## config.mk

```make
export PLATFORM = sky130hd
export DESIGN_NAME = fcap_top
export DESIGN_NICKNAME = d
export VERILOG_FILES = /design/src/rtl/fcap_pkg.sv /design/src/rtl/fcap_filter.sv /design/src/rtl/fcap_latch.sv /design/src/rtl/fcap_req.sv /design/src/rtl/fcap_top.sv
export SDC_FILE = /design/constraint.sdc
export NUM_CORES = 1
export LEC_CHECK = 0
export BUFFER_PORTS_ARGS = -buffer_cell sky130_fd_sc_hd__buf_2
export CAP_MARGIN = 0
export CELL_PAD_IN_SITES_DETAIL_PLACEMENT = 1
export CELL_PAD_IN_SITES_GLOBAL_PLACEMENT = 1
export CORE_MARGIN = 3
export CORE_UTILIZATION = 41
export DETAILED_ROUTE_END_ITERATION = 6
export GPL_TIMING_DRIVEN = 0
export PLACE_DENSITY_LB_ADDON = 0.1
export SYNTH_ARGS = -nofsm -noshare
export SYNTH_HDL_FRONTEND = slang
export SYNTH_HIERARCHICAL = 1
export SYNTH_SLANG_ARGS = --single-unit
```

## constraint.sdc

```tcl
create_clock -name clk -period 4.4 [get_ports clk]
set_input_delay 1.1 -clock clk [delete_from_list [all_inputs] [get_ports clk]]
set_output_delay 1.1 -clock clk [all_outputs]
set_load 0.02 [all_outputs]
```

## src/rtl/fcap_pkg.sv

```systemverilog
package fcap_pkg;

    typedef enum logic [1:0] {
        EDGE_NONE = 2'b00,
        EDGE_RISE = 2'b01,
        EDGE_FALL = 2'b10,
        EDGE_BOTH = 2'b11
    } edge_mode_e;

    // Qualifies a transition of the clean input against the selected mode.
    function automatic logic edge_qualifies(edge_mode_e mode, logic cur, logic prev);
        logic rise;
        logic fall;
        rise = cur & ~prev;
        fall = ~cur & prev;
        case (mode)
            EDGE_RISE: return rise;
            EDGE_FALL: return fall;
            EDGE_BOTH: return rise | fall;
            default:   return 1'b0;
        endcase
    endfunction

endpackage

```

## src/rtl/fcap_filter.sv

```systemverilog
module fcap_filter #(
    parameter int FCNT_W = 3,
    parameter int FPER_W = 8
) (
    input  logic              clk,
    input  logic              rst,
    input  logic              pin_in,
    input  logic              invert,
    input  logic [FCNT_W-1:0] filt_count,
    input  logic [FPER_W-1:0] filt_period,
    output logic              clean
);
    localparam int AGREE_W = $clog2((1 << FCNT_W) + 3);

    logic [1:0]         sync_q;
    logic               sampled;
    logic               bypass;
    logic               tick;
    logic [FPER_W-1:0]  presc_q;
    logic [AGREE_W-1:0] agree_q;
    logic [AGREE_W-1:0] thresh;
    logic               clean_q;

    assign sampled = sync_q[1] ^ invert;
    assign bypass  = (filt_period == '0);
    assign tick    = (presc_q == filt_period);
    assign thresh  = AGREE_W'(filt_count) + AGREE_W'(2);
    assign clean   = clean_q;

    always_ff @(posedge clk) begin
        if (rst) sync_q <= '0;
        else     sync_q <= {sync_q[0], pin_in};
    end

    always_ff @(posedge clk) begin
        if (rst) begin
            presc_q <= '0;
            agree_q <= '0;
            clean_q <= 1'b0;
        end else if (bypass) begin
            presc_q <= '0;
            agree_q <= '0;
            clean_q <= sampled;
        end else begin
            presc_q <= tick ? '0 : presc_q + 1'b1;
            if (tick) begin
                if (sampled == clean_q) begin
                    agree_q <= '0;
                end else if (agree_q == thresh) begin
                    clean_q <= sampled;
                    agree_q <= '0;
                end else begin
                    agree_q <= agree_q + 1'b1;
                end
            end
        end
    end

    // with filtering active the output only moves on a sample tick
    assert_filt_tick_R6: assert property (@(posedge clk) disable iff (rst)
        (!bypass && !$past(bypass) && !$past(rst) && (clean_q != $past(clean_q))) |-> $past(tick));

    // in bypass the output follows the synchronized sample one clock later
    assert_bypass_R1: assert property (@(posedge clk) disable iff (rst)
        ($past(bypass) && !$past(rst)) |-> (clean_q == $past(sampled)));

endmodule

```

## src/rtl/fcap_latch.sv

```systemverilog
module fcap_latch
    import fcap_pkg::*;
#(
    parameter int CNT_W = 16
) (
    input  logic             clk,
    input  logic             rst,
    input  logic             clean,
    input  logic [1:0]       edge_mode,
    input  logic [CNT_W-1:0] cnt_in,
    input  logic             reload_en,
    input  logic             flag_clr,
    output logic [CNT_W-1:0] cap_value,
    output logic             edge_flag,
    output logic             cnt_reload
);
    logic             prev_q;
    logic             hit;
    logic [CNT_W-1:0] cap_q;
    logic             flag_q;

    assign hit        = edge_qualifies(edge_mode_e'(edge_mode), clean, prev_q);
    assign cnt_reload = hit & reload_en;
    assign cap_value  = cap_q;
    assign edge_flag  = flag_q;

    always_ff @(posedge clk) begin
        if (rst) begin
            prev_q <= 1'b0;
            cap_q  <= '0;
            flag_q <= 1'b0;
        end else begin
            prev_q <= clean;
            if (hit) begin
                cap_q  <= cnt_in;
                flag_q <= 1'b1;
            end else if (flag_clr) begin
                flag_q <= 1'b0;
            end
        end
    end

    assert_capture_R4: assert property (@(posedge clk) disable iff (rst)
        hit |=> (edge_flag && cap_value == $past(cnt_in)));

    assert_w1c_R7: assert property (@(posedge clk) disable iff (rst)
        (flag_clr && !hit) |=> !edge_flag);

    assert_reload_flag_R5: assert property (@(posedge clk) disable iff (rst)
        cnt_reload |=> edge_flag);

endmodule

```

## src/rtl/fcap_req.sv

```systemverilog
module fcap_req (
    input  logic clk,
    input  logic rst,
    input  logic flag,
    input  logic mode_on,
    input  logic irq_en_set,
    input  logic irq_en_clr,
    input  logic dma_en_set,
    input  logic dma_en_clr,
    input  logic oe_set,
    output logic irq,
    output logic dma_req,
    output logic irq_en,
    output logic dma_en,
    output logic oe
);
    logic irq_en_q;
    logic dma_en_q;
    logic oe_q;

    always_ff @(posedge clk) begin
        if (rst) begin
            irq_en_q <= 1'b0;
            dma_en_q <= 1'b0;
        end else if (irq_en_set ^ dma_en_set) begin
            irq_en_q <= irq_en_set;
            dma_en_q <= dma_en_set;
        end else begin
            if (irq_en_clr) irq_en_q <= 1'b0;
            if (dma_en_clr) dma_en_q <= 1'b0;
        end
    end

    always_ff @(posedge clk) begin
        if (rst)          oe_q <= 1'b0;
        else if (mode_on) oe_q <= 1'b0;
        else if (oe_set)  oe_q <= 1'b1;
    end

    assign irq_en  = irq_en_q;
    assign dma_en  = dma_en_q;
    assign oe      = oe_q;
    assign irq     = flag & irq_en_q;
    assign dma_req = flag & dma_en_q;

    assert_excl_R8: assert property (@(posedge clk) disable iff (rst)
        !(irq_en && dma_en));

    assert_excl_req_R9: assert property (@(posedge clk) disable iff (rst)
        !(irq && dma_req));

    assert_oe_drop_R10: assert property (@(posedge clk) disable iff (rst)
        mode_on |=> !oe);

endmodule

```

## src/rtl/fcap_top.sv

```systemverilog
module fcap_top #(
    parameter int CNT_W  = 16,
    parameter int FCNT_W = 3,
    parameter int FPER_W = 8
) (
    input  logic              clk,
    input  logic              rst,
    input  logic              pin_in,
    input  logic [CNT_W-1:0]  cnt_in,
    input  logic              cfg_invert,
    input  logic [1:0]        cfg_edge_mode,
    input  logic [FCNT_W-1:0] cfg_filt_count,
    input  logic [FPER_W-1:0] cfg_filt_period,
    input  logic              cfg_reload_en,
    input  logic              flag_clr,
    input  logic              irq_en_set,
    input  logic              irq_en_clr,
    input  logic              dma_en_set,
    input  logic              dma_en_clr,
    input  logic              oe_set,
    output logic [CNT_W-1:0]  cap_value,
    output logic              edge_flag,
    output logic              irq,
    output logic              dma_req,
    output logic              cnt_reload,
    output logic              irq_en,
    output logic              dma_en,
    output logic              oe
);
    logic clean;
    logic mode_on;

    assign mode_on = (cfg_edge_mode != 2'b00);

    fcap_filter #(.FCNT_W(FCNT_W), .FPER_W(FPER_W)) u_filter (
        .clk         (clk),
        .rst         (rst),
        .pin_in      (pin_in),
        .invert      (cfg_invert),
        .filt_count  (cfg_filt_count),
        .filt_period (cfg_filt_period),
        .clean       (clean)
    );

    fcap_latch #(.CNT_W(CNT_W)) u_latch (
        .clk        (clk),
        .rst        (rst),
        .clean      (clean),
        .edge_mode  (cfg_edge_mode),
        .cnt_in     (cnt_in),
        .reload_en  (cfg_reload_en),
        .flag_clr   (flag_clr),
        .cap_value  (cap_value),
        .edge_flag  (edge_flag),
        .cnt_reload (cnt_reload)
    );

    fcap_req u_req (
        .clk        (clk),
        .rst        (rst),
        .flag       (edge_flag),
        .mode_on    (mode_on),
        .irq_en_set (irq_en_set),
        .irq_en_clr (irq_en_clr),
        .dma_en_set (dma_en_set),
        .dma_en_clr (dma_en_clr),
        .oe_set     (oe_set),
        .irq        (irq),
        .dma_req    (dma_req),
        .irq_en     (irq_en),
        .dma_en     (dma_en),
        .oe         (oe)
    );

endmodule

```

[Yosys cells after proc, flatten, opt, wreduce, memory -nomap -nowiden]
Cells that the tools add are included.
Storage, ports and cells
  bits in writable memories: 0
  memories: 0
  register bits: 36
  logic and storage cells: 54
  output and inout port bits: 23
  bits in latches: 0
  ROM bits: 0
Cells by class
  multiply operators: 0
  shifts and indexed selects: 0
  muxes and demuxes: 13
  reduce and logical (&&, ||, !) cells: 11
  bitwise gates (word level): 10
  $add $sub $neg: 3
  divide/modulo/power cells: 0
  order comparisons: 0
  equality and inequality tests: 7
Operators by type and width (number)
  $reduce_bool 2->1: 6
  $mux 1: 10
  $add 8x1->8 const B: 1
  $eq 8x8->1: 1
  $logic_not 8->1: 1
  $mux 4: 2
  $and 1x1->1: 5
  $add 3x2->4 const B: 1
  $add 4x1->4 const B: 1
  $eq 2x2->1 const B: 2
  $eq 4x4->1: 1
  $reduce_or 2->1: 2
  $pmux 1 s3: 1
  $reduce_and 3->1: 1
  $reduce_or 3->1: 1
  $eq 2x1->1 const B: 1
  $ne 2x1->1 const B: 1
  $not 1->1: 2
  $xor 1x1->1: 2
  $eq 1x1->1: 1
  $or 1x1->1: 1

[Depth between registers and ports, before layout]
Gate-level depths: netlist (run 1).
  depth in word-level cells: 6
  depth in mapped cells: 7
  gate-level depth less buffers: 5

[Cells and area by module]
The synthesis (run 1) kept the hierarchy.
By module, submodules not included
  fcap_filter: area each 908.4 µm², instances 1, cells each 93, sequential area each 300.3 µm²
  fcap_latch: area each 874.6 µm², instances 1, cells each 76, sequential area each 360.3 µm²
  fcap_req: area each 182.7 µm², instances 1, cells each 19, sequential area each 60.1 µm²
  fcap_top: area each 6.3 µm², instances 1, cells each 1, sequential area each 0.0 µm²

[Least setup slack after synthesis (run 1)]
OpenSTA, ideal clock, no wires.
  path kind: input-to-output
  from: input port cfg_edge_mode[1]
  to: output port cnt_reload
  buffers on the path: 2
  stages on the path: 5
  data arrival time: 2.199 ns
  data required time: 3.300 ns
  slack: 1.101 ns
  path through: nor2b_1 -> buf_2 -> buf_2 -> o21ai_0 -> a21boi_0
On the way
  longest elaborated chain between the ends: 3
  elaborated cells between the ends (all ways): 5
  classes of those cells: eq/ne (3); mux (1); bitwise (1)
RTL lines
  from (decl): RTL line fcap_top.sv:11  | input logic [1:0] cfg_edge_mode,
  $eq 2x2->1 or $eq 2x1->1 (tied branches): RTL line fcap_pkg.sv:16  | case (mode)
  $pmux 1 s3 (*): RTL line fcap_pkg.sv:16
  $and 1x1->1 (*): RTL line fcap_latch.sv:23  | assign cnt_reload = hit & reload_en;
  to (decl): RTL line fcap_top.sv:25  | output logic cnt_reload,
Every way passes the cells marked *; elsewhere a longest branch is shown, timed or not.

[Final worst setup path (run 1)]
Same ends and word-level chain as after synthesis.

==> run_results.csv, run 1 <==
group,metric,value,unit
run_status,outcome,"completed",
timing,relSlewSlack,49.03,%
finish,syn2layout_area_growth,23.73,%
synth,synth_area,1972,µm²
clocking,cts_hold_buf,0,
power_and_ir_drop,peakVddDrop,0.0001545,V
synth,yosys-top-cells-area,"dfxtp_1 (37%), a221o_1 (8.1%), o211a_1 (8.1%)",
timing,drv_slew,0,
synth,yosys.area.top_type,"dfxtp_1",
finish,utilization,54.17,%
synth,synth_edf_count,0,
global_route,busiest_layer,"met2",
global_route,grt_overflow,0,
clocking,cts_tree,"built",
global_route,grt_pass1_wl,7790,µm
timing,tightest_slew,0.7587,ns
timing,fin_ws,0.8903,ns
clocking,cts-htree-levels,2,
synth,avgSynthCellArea,10.43,µm²
timing,setup_viol,0,
floorplanning,dieWidth,75.35,µm
global_route,track_usage,17.53,%
synth,synthFlopType,"dfxtp_1",
floorplanning,die_y,75.35,µm
global_route,grt.met1_usage,20.78,%
synth,async_flop_share,0,%
placement,dp_hpwl,3648,µm
floorplanning,coreArea,4504,µm²
floorplanning,num_io_pins,63,
timing,timing.hold.ws,0.4415,ns
finish,finalNonFillerCells,311,
timing,clock_skew,0.008043,ns
clocking,clock-sinks,36,
synth,synth_top_area_share,36.55,%
power_and_ir_drop,p_per_area,312.8,nW/µm²
drt,routed_wl,4816,µm
setup_path,path_class,"in -> out",
power_and_ir_drop,p_leak,1.273,nW
finish,nets,305,
synth,yosysMostFrequentCell,"dfxtp_1",
clocking,cts_made_buffers,5,
setup_path,cp-start-kind,"input port",
drt,drt-initial-drc-count,55,
clocking,cts_root_buffer,"clkbuf_8",
finish,drive_above_1_share,35.14,%
placement,place_ws,0.8974,ns
synth,seq_area_frac_synth,36.55,%
synth,synth_seq_cells,36,
global_route,antenna_found_initial,0,
global_route,use_met2,30.97,%
global_route,use_met3,5.013,%
clocking,post_cts_buffers,0,
synth,yosysWarnings,6,
finish,final_area,2440,µm²
flow_run,cap_violations,0,
setup_path,worst_setup_path_end_kind,"output port",
drt,vias,1764,
power_and_ir_drop,finalPower,763.2,µW
floorplanning,start_util,43.78,%
clocking,cts_buffer_depth,2,
finish,fillers,535,
placement,place_area,2347,µm²
finish,diodes,0,
clocking,clock_latency,0.28,ns
placement,io_buffers,62,
clocking,clkTransAtPathRegs,0.07,ns
placement,placed_cells,303,
timing,post-route-min-period,3.510,ns
drt,post_drt_wl_per_cell,15.49,µm
drt,postRouteAntennaNets,0,
drt,route.detailed.drc,0,
floorplanning,rows,24,
floorplanning,die_area,5678,µm²
synth,yosysUniqueCellTypes,45,
synth,netlist_instances,189,
setup_path,cp.arrival,2.41,ns
setup_path,crit_required,3.30,ns
timing,fmax,284.9,MHz
placement,gp_congestion,0.7478,
global_route,grt_pass1_vias,1756,
synth,mappedNetlistNets,236,
timing,post-route-period-util,79.77,%
drt,firstDrtPassIters,4,
timing,hold_viol_final,0,
synth,ys_top_cells_by_count,"dfxtp_1 (36), a221o_1 (16), o211a_1 (16), xor2_1 (13), nor3_1 (9)",
global_route,grt_start_max_net_pins,13,
setup_path,cp_max_fo,10,
min_path,hp-class,"reg -> reg",
timing,rsz0062_at_grt,"no",
drt,viasPerCell,5.672,
timing,fin_tns_setup,0,ns
clocking,post_cts_resized,0,
-- sequential cells by signal (all words and copies together), names as in the netlist --
signal,count
u_latch/cap_value,16
u_filter/presc_q,8
u_req/oe,1
u_filter/sync_q,2
u_req/irq_en,1
u_filter/clean,1
u_filter/agree_q,4
u_latch/prev_q,1
u_req/dma_en,1
u_latch/edge_flag,1
-- cells in the final DEF (no fill, tap or decap), drive strengths merged, types with 3 or more instances in the layout --
cell	instances
o211a	16
nor3	9
ha	7
inv	7
nor2b	7
xnor2	6
and2	3
nand4	4
nor4	4
a221o	16
buf	71
xor2	13
nand2b	5
clkbuf	8
dfxtp	36
nand3	7
nor2	3
o21ai	3
nand2	7
-- layout make-up --
class | count | area [µm²] | area share, %
multi-input combinational | 135 | 1155 | 47.33
sequential | 36 | 720.7 | 29.54
timing repair buffer | 62 | 310.3 | 12.72
clock buffer | 6 | 82.58 | 3.385
buffer | 11 | 70.07 | 2.872
tap | 52 | 65.06 | 2.667
inverter | 7 | 26.28 | 1.077
clock inverter | 2 | 10.01 | 0.4103
-- final timing paths --
path,startpoint,endpoint,slack (ns),depth (start not counted)
worst max register to register,u_filter/clean$_SDFFE_PP0P_,u_latch/cap_value[3]$_SDFFE_PP0P_,2.48,7
worst min-delay path,u_filter/sync_q[0]$_SDFF_PP0_,u_filter/sync_q[1]$_SDFF_PP0_,0.44,1
worst max-delay path,cfg_edge_mode[1],cnt_reload,0.89,7
worst min register to register,u_filter/sync_q[0]$_SDFF_PP0_,u_filter/sync_q[1]$_SDFF_PP0_,0.44,1
-- cell families after synthesis --
family	after synthesis	synth area share (%)
compound gates	50	24.30
buf+inv	18	4.886
xor+xnor	20	9.581
flops	36	36.55
fa+ha+maj	7	4.441
simple gates	58	20.24
-- metal layers --
metal | up-vias | wire length [µm]
met5 | - | 0
met4 | 0 | 15
met3 | 2 | 219
met2 | 38 | 2430
met1 | 862 | 2150
li1 | 862 | -
-- critical path, cell delays in order --
cell and delay [ns]:
buf_2 0.14, nor2b_1 0.11, buf_2 0.23, buf_2 0.27
o21ai_0 0.15, a21boi_0 0.21, buf_2 0.19
-- where the power goes --
| part | switching, mW | internal (mW) |
|---|---|---|
| clock network | 0.116 | 0.125 |
| logic | 0.0927 | 0.0727 |
| registers | 0.0126 | 0.345 |
| total | 0.221 | 0.542 |
Note: power is estimated with default switching activity, not from simulation.
==> inputs of run 2 (changes only) <==
--- a/config.mk
+++ b/config.mk
@@ -5,12 +5,13 @@
 export SDC_FILE = /design/constraint.sdc
 export NUM_CORES = 1
 export LEC_CHECK = 0
+export ABC_AREA = 1
 export BUFFER_PORTS_ARGS = -buffer_cell sky130_fd_sc_hd__buf_2
 export CAP_MARGIN = 0
 export CELL_PAD_IN_SITES_DETAIL_PLACEMENT = 1
 export CELL_PAD_IN_SITES_GLOBAL_PLACEMENT = 1
 export CORE_MARGIN = 3
-export CORE_UTILIZATION = 41
+export CORE_UTILIZATION = 31
 export DETAILED_ROUTE_END_ITERATION = 6
 export GPL_TIMING_DRIVEN = 0
 export PLACE_DENSITY_LB_ADDON = 0.1
==> constraint.sdc (replaced) <==
create_clock -name clk -period 2.9 [get_ports clk]
set_input_delay 0.725 -clock clk [delete_from_list [all_inputs] [get_ports clk]]
set_output_delay 0.725 -clock clk [all_outputs]
set_load 0.02 [all_outputs]
==> run 2 against run 1 <==
Total power increased by 32%. Sequential cell count unchanged. Setup slack worse by 0.46 ns. Critical endpoint unchanged. Critical path depth unchanged. Sequential power is 43% higher. Highest routed layer unchanged. Wire length rose by 4.7%. Global-route usage down 4.3 points. Clock power rose by 49%.
==> run_results.csv, run 2 <==
group,metric,value,unit
timing,hold_viol_final,0,
clocking,cts_buffer_depth,2,
drt,drt-initial-drc-count,41,
drt,post_drt_wl_per_cell,10.60,µm
min_path,hp-class,"reg -> reg",
synth,synth_edf_count,0,
synth,ys_top_cells_by_count,"nand2_1 (85), inv_1 (63), nor2_1 (58), dfxtp_1 (36), nand3_1 (27)",
synth,synthFlopType,"dfxtp_1",
setup_path,crit_required,2.17,ns
placement,io_buffers,62,
min_path,hold_path_depth,2,
run_status,outcome,"completed",
finish,syn2layout_area_growth,23.98,%
setup_path,worst_setup_path_end_kind,"output port",
setup_path,reg2reg_from,"u_filter/clean$_SDFFE_PP0P_",
global_route,use_met3,3.104,%
finish,final_area,2555,µm²
synth,seq_area_frac_synth,34.97,%
flow_run,cap_violations,0,
setup_path,cp_max_fo,9,
setup_path,cp-start-kind,"flip-flop",
timing,post-route-period-util,85.29,%
floorplanning,start_util,32.27,%
drt,viasPerCell,4.368,
clocking,cts_made_buffers,5,
timing,post-route-min-period,2.473,ns
global_route,grt_pass1_wl,8176,µm
drt,firstDrtPassIters,4,
global_route,grt_pass1_vias,1920,
synth,mappedNetlistNets,376,
drt,route.detailed.drc,0,
setup_path,cp.arrival,1.75,ns
synth,synth_top_area_share,34.97,%
timing,fmax,404.3,MHz
synth,yosysUniqueCellTypes,25,
global_route,grt_start_max_net_pins,13,
finish,final_common_cell,"nand2_1",
synth,async_flop_share,0,%
floorplanning,coreArea,6386,µm²
placement,gp_congestion,0.7489,
clocking,cts_hold_buf,0,
finish,layout_common_cells,"nand2_1 (85), inv_1 (63), buf_2 (62)",
timing,drv_slew,0,
finish,drive_above_1_share,23.81,%
setup_path,reg2reg_slack,1.38,ns
drt,postRouteAntennaNets,0,
timing,relSlewSlack,68.84,%
power_and_ir_drop,p_leak,1.422,nW
global_route,track_usage,13.25,%
clocking,clock_latency,0.28,ns
placement,dp_hpwl,4062,µm
power_and_ir_drop,peakVddDrop,0.0002256,V
synth,yosys.area.top_type,"dfxtp_1",
placement,placed_cells,468,
global_route,busiest_layer,"met2",
global_route,grt.met1_usage,16.24,%
finish,finalNonFillerCells,476,
timing,setup_viol,0,
synth,synth_seq_cells,36,
global_route,use_met2,23.08,%
clocking,cts_tree,"built",
global_route,antenna_found_initial,0,
clocking,clock-sinks,36,
global_route,grt_overflow,0,
synth,yosysMostFrequentCell,"nand2_1",
timing,tightest_slew,0.4638,ns
clocking,post_cts_buffers,0,
min_path,min_from,"u_filter/sync_q[0]$_SDFF_PP0_",
timing,fin_tns_setup,0,ns
power_and_ir_drop,p_per_area,395.6,nW/µm²
floorplanning,num_io_pins,63,
drt,vias,2079,
synth,yosys-top-cells-area,"dfxtp_1 (35%), nand2_1 (15%), inv_1 (11%)",
floorplanning,rows,29,
min_path,hold_path_end,"u_filter/sync_q[1]$_SDFF_PP0_",
finish,diodes,0,
floorplanning,die_area,7662,µm²
clocking,clkTransAtPathRegs,0.08,ns
placement,place_area,2467,µm²
setup_path,r2r_cells,8,
setup_path,r2r-end,"u_latch/cap_value[10]$_SDFFE_PP0P_",
synth,avgSynthCellArea,6.264,µm²
synth,synth_area,2061,µm²
drt,routed_wl,5044,µm
timing,rsz0062_at_grt,"no",
finish,largest_reg_flops,16,
clocking,cts_root_buffer,"clkbuf_8",
clocking,post_cts_resized,0,
setup_path,path_class,"reg -> out",
timing,clock_skew,0.003484,ns
clocking,cts-htree-levels,2,
floorplanning,dieWidth,87.53,µm
synth,netlist_instances,329,
floorplanning,die_y,87.53,µm
finish,nets,445,
synth,yosysWarnings,6,
## run 2: cell count changes after synthesis, moves of 16 or more
cell / change
a221o_1: -16
inv_1: +56
nand2_1: +78
nand3_1: +20
nor2_1: +55
o211a_1: -16
## run 2: cell type report
class | count | area, µm²
fillers | 892 | 3831
multi-input cells | 216 | 1032
flip-flops and latches | 36 | 720.7
repair buffers | 62 | 310.3
inverters | 73 | 274.0
well taps | 77 | 96.34
clock buffers | 5 | 68.82
plain buffers | 4 | 33.78
clock inverters | 3 | 18.77
## run 2: kinds of logic (layout without fill, tap and decap cells)
group           count (synthesis)  after routing  synth area share, %
xor+xnor                        7              7                2.975
fa+ha+maj                       7              7                4.250
simple gates                  190            190                39.89
flops                          36             36                34.97
compound gates                 12             12                2.975
buf+inv                        77            147                14.94
## run 2: worst max-delay path: stages, from the launching register on
cell,delay [ns]
dfxtp_1,0.39
inv_1,0.08
ha_1,0.28
inv_1,0.05
nand3_1,0.08
nand3_2,0.20
and2_2,0.24
buf_2,0.15
## run 2: where the power goes
group	switching, mW	internal [mW]	total, mW
clock	0.192	0.168	0.359
sequential	0.00682	0.502	0.509
combinational	0.0835	0.0586	0.142
total	0.282	0.729	1.01
## run 2: how the worst max path moves through the flow
stage | from | to | slack, ns | cells past startpoint
after global placement | cfg_edge_mode[1] | cnt_reload | 0.54 | 6
after CTS | u_filter/clean$_SDFFE_PP0P_ | cnt_reload | 0.39 | 7
after global routing | u_filter/clean$_SDFFE_PP0P_ | cnt_reload | 0.26 | 7
final | u_filter/clean$_SDFFE_PP0P_ | cnt_reload | 0.43 | 7
after floorplan | cfg_edge_mode[1] | cnt_reload | 0.98 | 4
after detailed placement | cfg_edge_mode[1] | cnt_reload | 0.55 | 6
## run 2: metal layers
metal  vias to the layer above  part of all wire, %
li1                       1109                    -
met1                       934                   47
met2                        34                   48
met3                         2                  4.3
met4                         0                 0.61
met5                         -                    0
## run 2: metrics by stage
step	power, mW	util, %	setup slack, ns	hold WS [ns]
final	1.011	40.01	0.4267	0.4163
after global routing	1.078	40.01	0.2626	0.4522
after CTS	1.038	40.01	0.3915	0.4269
after detailed placement	0.6664	38.64	0.5481	0.4089
after global placement	0.6623	38.64	0.5440	0.4088
after floorplan	0.6089	-	0.9778	0.3883
